[config.mk]
export PLATFORM = sky130hd
export DESIGN_NAME = hamSecCodec
export DESIGN_NICKNAME = d
export VERILOG_FILES = /design/src/rtl/hamCodecPkg.sv /design/src/rtl/hamEncoder.sv /design/src/rtl/hamControl.sv /design/src/rtl/hamDatapath.sv /design/src/rtl/hamSecCodec.sv
export SDC_FILE = /design/constraint.sdc
export NUM_CORES = 1
export LEC_CHECK = 0
export ABC_AREA = 1
export BUFFER_PORTS_ARGS = -buffer_cell sky130_fd_sc_hd__buf_2
export CAP_MARGIN = 20
export CORE_MARGIN = 2
export CORE_UTILIZATION = 55
export CTS_CLUSTER_DIAMETER = 80
export CTS_CLUSTER_SIZE = 28
export DETAILED_ROUTE_END_ITERATION = 12
export GPL_TIMING_DRIVEN = 0
export PLACE_DENSITY = 0.92
export SLEW_MARGIN = 20
export SYNTH_ARGS = -nofsm -noshare
export SYNTH_HDL_FRONTEND = slang
export SYNTH_SLANG_ARGS = --single-unit
[constraint.sdc]
create_clock -name clk -period 7.75 [get_ports clk]
set_input_delay 2.325 -clock clk [delete_from_list [all_inputs] [get_ports clk]]
set_output_delay 2.325 -clock clk [all_outputs]
set_load 0.03 [all_outputs]
[src/rtl/hamCodecPkg.sv]
package hamCodecPkg;
  localparam int DATA_W = 8;
  localparam int CHK_W  = 4;
  localparam int BASE_W = DATA_W + CHK_W;

  typedef logic [DATA_W-1:0] dataWord_t;
  typedef logic [CHK_W-1:0]  chkWord_t;

  // strobes from the control decoder to the datapath
  typedef struct packed {
    logic capture;
    logic flip;
    logic noError;
    logic corrected;
    logic checkFault;
    logic uncorrectable;
  } codecStrobes_t;

  function automatic bit isPow2(int p);
    return (p > 0) && ((p & (p - 1)) == 0);
  endfunction

  // codeword position (1-based) of data bit idx
  function automatic int dataPos(int idx);
    int cnt;
    int res;
    cnt = 0;
    res = 0;
    for (int p = 1; p <= BASE_W; p++) begin
      if (!isPow2(p)) begin
        if (cnt == idx) res = p;
        cnt++;
      end
    end
    return res;
  endfunction

  function automatic chkWord_t calcChecks(dataWord_t d);
    chkWord_t c;
    c = '0;
    for (int k = 0; k < CHK_W; k++) begin
      for (int j = 0; j < DATA_W; j++) begin
        if (((dataPos(j) >> k) & 1) == 1) c[k] = c[k] ^ d[j];
      end
    end
    return c;
  endfunction
endpackage

[src/rtl/hamEncoder.sv]
module hamEncoder
  import hamCodecPkg::*;
#(
  parameter bit USE_DED = 1'b1,
  parameter int CODE_W  = BASE_W + 1
) (
  input  dataWord_t         dataIn,
  output logic [CODE_W-1:0] codeOut
);
  chkWord_t          checks;
  logic [BASE_W-1:0] baseWord;

  assign checks = calcChecks(dataIn);

  for (genvar k = 0; k < CHK_W; k++) begin : gChk
    assign baseWord[(1 << k) - 1] = checks[k];
  end

  for (genvar j = 0; j < DATA_W; j++) begin : gDat
    assign baseWord[dataPos(j) - 1] = dataIn[j];
  end

  if (USE_DED) begin : gDed
    assign codeOut = {^baseWord, baseWord};
  end else begin : gSec
    assign codeOut = baseWord;
  end
endmodule

[src/rtl/hamControl.sv]
module hamControl
  import hamCodecPkg::*;
#(
  parameter bit USE_DED = 1'b1
) (
  input  logic          readStrobe,
  input  chkWord_t      syndrome,
  input  logic          parityErr,
  output codecStrobes_t strobes
);
  logic synZero;
  logic synSingle;
  logic synInRange;

  assign synZero    = (syndrome == '0);
  assign synSingle  = $onehot(syndrome);
  assign synInRange = (int'(syndrome) <= BASE_W);

  always_comb begin
    strobes         = '0;
    strobes.capture = readStrobe;
    if (USE_DED && !synZero && !parityErr) begin
      strobes.uncorrectable = 1'b1;
    end else if (synZero) begin
      if (USE_DED && parityErr) strobes.checkFault = 1'b1;
      else                      strobes.noError    = 1'b1;
    end else if (synSingle) begin
      strobes.checkFault = 1'b1;
    end else if (synInRange) begin
      strobes.corrected = 1'b1;
      strobes.flip      = 1'b1;
    end else begin
      strobes.uncorrectable = 1'b1;
    end
  end
endmodule

[src/rtl/hamDatapath.sv]
module hamDatapath
  import hamCodecPkg::*;
#(
  parameter bit USE_DED = 1'b1,
  parameter int CODE_W  = BASE_W + 1
) (
  input  logic              clk,
  input  logic              rstN,
  input  logic [CODE_W-1:0] codeIn,
  input  codecStrobes_t     strobes,
  output chkWord_t          syndrome,
  output logic              parityErr,
  output dataWord_t         dataOut,
  output logic              validOut,
  output logic              noErrorOut,
  output logic              correctedOut,
  output logic              checkFaultOut,
  output logic              uncorrectableOut
);
  dataWord_t fetched;
  dataWord_t flipMask;
  chkWord_t  storedChk;

  for (genvar j = 0; j < DATA_W; j++) begin : gFetch
    assign fetched[j]  = codeIn[dataPos(j) - 1];
    assign flipMask[j] = strobes.flip && (syndrome == CHK_W'(dataPos(j)));
  end

  for (genvar k = 0; k < CHK_W; k++) begin : gStored
    assign storedChk[k] = codeIn[(1 << k) - 1];
  end

  assign syndrome = storedChk ^ calcChecks(fetched);

  if (USE_DED) begin : gPar
    assign parityErr = ^codeIn;
  end else begin : gNoPar
    assign parityErr = 1'b0;
  end

  always_ff @(posedge clk) begin
    if (!rstN) begin
      dataOut          <= '0;
      validOut         <= 1'b0;
      noErrorOut       <= 1'b0;
      correctedOut     <= 1'b0;
      checkFaultOut    <= 1'b0;
      uncorrectableOut <= 1'b0;
    end else begin
      validOut <= strobes.capture;
      if (strobes.capture) begin
        dataOut          <= fetched ^ flipMask;
        noErrorOut       <= strobes.noError;
        correctedOut     <= strobes.corrected;
        checkFaultOut    <= strobes.checkFault;
        uncorrectableOut <= strobes.uncorrectable;
      end
    end
  end
endmodule

[src/rtl/hamSecCodec.sv]
module hamSecCodec
  import hamCodecPkg::*;
#(
  parameter bit USE_DED = 1'b1,
  localparam int CODE_W = BASE_W + (USE_DED ? 1 : 0)
) (
  input  logic              clk,
  input  logic              rstN,
  input  logic [7:0]        wrData,
  output logic [CODE_W-1:0] wrCode,
  input  logic              rdValid,
  input  logic [CODE_W-1:0] rdCode,
  output logic [7:0]        rdData,
  output logic              rdDone,
  output logic              noError,
  output logic              corrected,
  output logic              checkFault,
  output logic              uncorrectable
);
  codecStrobes_t strobes;
  chkWord_t      syndrome;
  logic          parityErr;

  hamEncoder #(.USE_DED(USE_DED), .CODE_W(CODE_W)) encoder (
    .dataIn (wrData),
    .codeOut(wrCode)
  );

  hamControl #(.USE_DED(USE_DED)) control (
    .readStrobe(rdValid),
    .syndrome  (syndrome),
    .parityErr (parityErr),
    .strobes   (strobes)
  );

  hamDatapath #(.USE_DED(USE_DED), .CODE_W(CODE_W)) datapath (
    .clk             (clk),
    .rstN            (rstN),
    .codeIn          (rdCode),
    .strobes         (strobes),
    .syndrome        (syndrome),
    .parityErr       (parityErr),
    .dataOut         (rdData),
    .validOut        (rdDone),
    .noErrorOut      (noError),
    .correctedOut    (corrected),
    .checkFaultOut   (checkFault),
    .uncorrectableOut(uncorrectable)
  );
endmodule

==> out/qor.yml <==
floorplan:
  initial_core_util: 0.587
  die_height_um: 58.5
  core_area_mm2: 0.00278
  die_area_mm2: 0.00342
  placementRows: 19
  die_x_um: 58.5
  ios: 50
power_and_ir_drop:
  power_switching_share: 0.517
  intPower_uw: 172
  power_switching_uw: 184
  peakVddDrop_mv: 0.160
  finalPower_uw: 357
  pwr-share-comb: 0.668
  p_leak_uw: 0.00125
  pwr-share-seq: 0.215
  power.density_mw_per_mm2: 184
  clockPowerShare: 0.116
placed_design:
  placed_area_mm2: 0.00191
  dp_slack_ns: 1.86
  place_inst: 357
  hpwlAfterDp_um: 3270
  io_buffers: 47
  gp_congestion: 0.883
synth:
  synth_cell_type_count: 22
  synth_fp_nets: 314
  seq_area_frac_synth: 0.159
  yosysWarnings: 0
  avgSynthCellArea_um2: 5.86
  netlist_area_mm2: 0.00163
  netlist_instances: 279
  synth-seq-cells: 13
timing:
  fin_crit_sh: 0.756
  finalClockSkew_ns: 0
  setup_tns_ns: 0
  setup_ws_ns: 1.89
  max_freq_mhz: 171
  worstMarginPinSlew_ns: 0.426
  maxSlewHeadroom: 0.716
  slew_violations: 0
  period_needed_ns: 5.86
  rsz0062_at_grt: "false"
  final_hold_viol_count: 0
  setup_violations: 0
finish:
  n_fill_cell: 252
  stdcell_area_mm2: 0.00193
  layout_common_cells: "nand2_1 (92), inv_1 (53), buf_2 (49)"
  syn_to_final_growth_pct: 18.4
  n_antenna_cell: 0
  fin_cells: 361
  layout.nets: 366
  drive_above_1_share: 0.200
  layout_commonest_cell: "nand2_1"
  ff_latch_area_um2: 260
  multiInputGateArea_mm2: 0.00108
worst_setup_path:
  r2r_cells: 4
  cp-endpoint: "wrCode[12]"
  slowest_stage: "xnor2_1"
  critPathKind: "primary input to primary output"
  r2r_slack_ns: 7.08
  worstPathMaxFanout: 3
  crit_family: "XOR/XNOR gates"
  setup.worst_path.start: "wrData[6]"
  r2r-start: "datapath.dataOut[3]$_SDFFE_PN0P_"
  cp_cell_sequence: "buf_2 > xnor2_2 > xnor2_1 > xnor2_1 > xor2_1 > nand2_1 > nand2_1 > inv_1 > buf_2"
  crit_required_ns: 5.43
  endpoint_kind: "primary output"
  arrival_ns: 3.54
  worst-path-stages: 9
  r2r_end: "datapath.dataOut[3]$_SDFFE_PN0P_"
  cp.buffers_inverters: 3
  max_stage_delay_ns: 0.29
  crit_path_start_kind: "primary input"
grt:
  grt_pass1_vias: 1726
  gr-total-overflow: 0
  grt_use_total: 0.247
  grt_max_degree: 11
  antenna_found_initial: 0
  grt_pass1_wl_um: 6710
clock_tree:
  cts_tree: "done"
  clockRootBuffer: "clkbuf_4"
  cts_max_level: 1
  cts_made_buffers: 3
  clock_path_buffers: 2
  clk_latency_ns: 0.28
  clkTransAtPathRegs_ns: 0.07
  post_cts_resized: 0
  hold_buffers: 0
  cts.sinks: 13
  cts_setup_buffers: 0
detailed_routing:
  ant_nets: 0
  dr.first_iter.drc_count: 96
  drc: 0
  vias_per_cell: 5.03
  wl_per_cell_um: 10.7
  via_count: 1817
  wl_um: 3880
  first_pass_iters: 4
hold_path:
  hp-class: "flop to flop"
status:
  outcome: "finished, final reports clean"
job:
  cap_violations: 0
==> stage by stage <==
| stage | hold slack, ns | utilization |
|---|---|---|
| floorplan | 0.592 | - |
| global placement | 0.452 | 0.686 |
| detailed placement | 0.459 | 0.686 |
| CTS | 0.470 | 0.695 |
| global route | 0.493 | 0.695 |
| finish | 0.468 | 0.695 |
==> power groups by stage <==
stage	combinational, uW	clock, uW	sequential (uW)
floorplan	166	0	91.7
global route	269	46.0	77.2
detailed placement	238	0	78.1
global placement	230	0	78.0
finish	238	41.5	76.7
CTS	239	42.4	76.5
==> cells in the mapped netlist <==
| library cell | n | area share |
|---|---|---|
| nand3_1 | 21 | 0.064 |
| dfxtp_1 | 13 | 0.16 |
| clkbuf_1 | 1 | 0.0023 |
| a21oi_1 | 3 | 0.0092 |
| buf_4 | 8 | 0.037 |
| xor2_1 | 12 | 0.064 |
| clkbuf_2 | 1 | 0.0031 |
| o21ai_0 | 1 | 0.0031 |
| nand2_2 | 1 | 0.0038 |
| buf_2 | 2 | 0.0061 |
| nand2_1 | 92 | 0.21 |
| o31ai_1 | 1 | 0.0046 |
| nor2_1 | 21 | 0.048 |
| xnor2_1 | 17 | 0.091 |
| buf_6 | 1 | 0.0069 |
| clkinv_1 | 1 | 0.0023 |
| xnor2_2 | 1 | 0.010 |
| nand4_1 | 16 | 0.061 |
| inv_1 | 53 | 0.12 |
| inv_2 | 1 | 0.0023 |
| ha_1 | 11 | 0.084 |
| nor2_2 | 1 | 0.0038 |
==> metal layers <==
layer | track usage | vias up | wire length, um
met5 | 0 | - | 0
met4 | 0.0598 | 0 | 8
met3 | 0.0505 | 2 | 250
met2 | 0.470 | 63 | 2020
met1 | 0.278 | 814 | 1600
li1 | - | 938 | -
==> final cells by class <==
cell class / count / area share
multi-input cells: 198 / 0.557
well taps: 31 / 0.0201
plain buffers: 13 / 0.0466
flip-flops and latches: 13 / 0.135
inverters: 55 / 0.107
clock buffers: 4 / 0.0136
repair buffers: 47 / 0.122
==> worst min path at each step <==
stage	cells after the start	end	from	slack (ns)
2_1_floorplan	2	datapath.checkFaultOut$_SDFFE_PN0P_	datapath.checkFaultOut$_SDFFE_PN0P_	0.59
4_1_cts	2	datapath.checkFaultOut$_SDFFE_PN0P_	datapath.checkFaultOut$_SDFFE_PN0P_	0.47
5_1_grt	2	datapath.uncorrectableOut$_SDFFE_PN0P_	datapath.uncorrectableOut$_SDFFE_PN0P_	0.49
3_3_place_gp	2	datapath.checkFaultOut$_SDFFE_PN0P_	datapath.checkFaultOut$_SDFFE_PN0P_	0.45
6_report	2	datapath.checkFaultOut$_SDFFE_PN0P_	datapath.checkFaultOut$_SDFFE_PN0P_	0.47
3_5_place_dp	2	datapath.checkFaultOut$_SDFFE_PN0P_	datapath.checkFaultOut$_SDFFE_PN0P_	0.46
==> worst reg2reg max path: cells and delay by family, from the launching register on <==
family	cells	cell delay [ns]
buffers and inverters	1	0.03
and+or+nand+nor	3	0.21
DFF	1	0.32
==> logic make-up after synthesis <==
group	Yosys count	synth area share
buf+inv	68	0.181
xor+xnor	30	0.165
compound gates	5	0.0168
flops	13	0.159
simple gates	152	0.393
fa+ha+maj	11	0.0842
==> registers in the layout, indices dropped and copies added, names as in the netlist <==
signal	cells
datapath.dataOut	8
datapath.checkFaultOut	1
datapath.correctedOut	1
datapath.noErrorOut	1
datapath.uncorrectableOut	1
datapath.validOut	1
(Power assumes the default switching activity.)
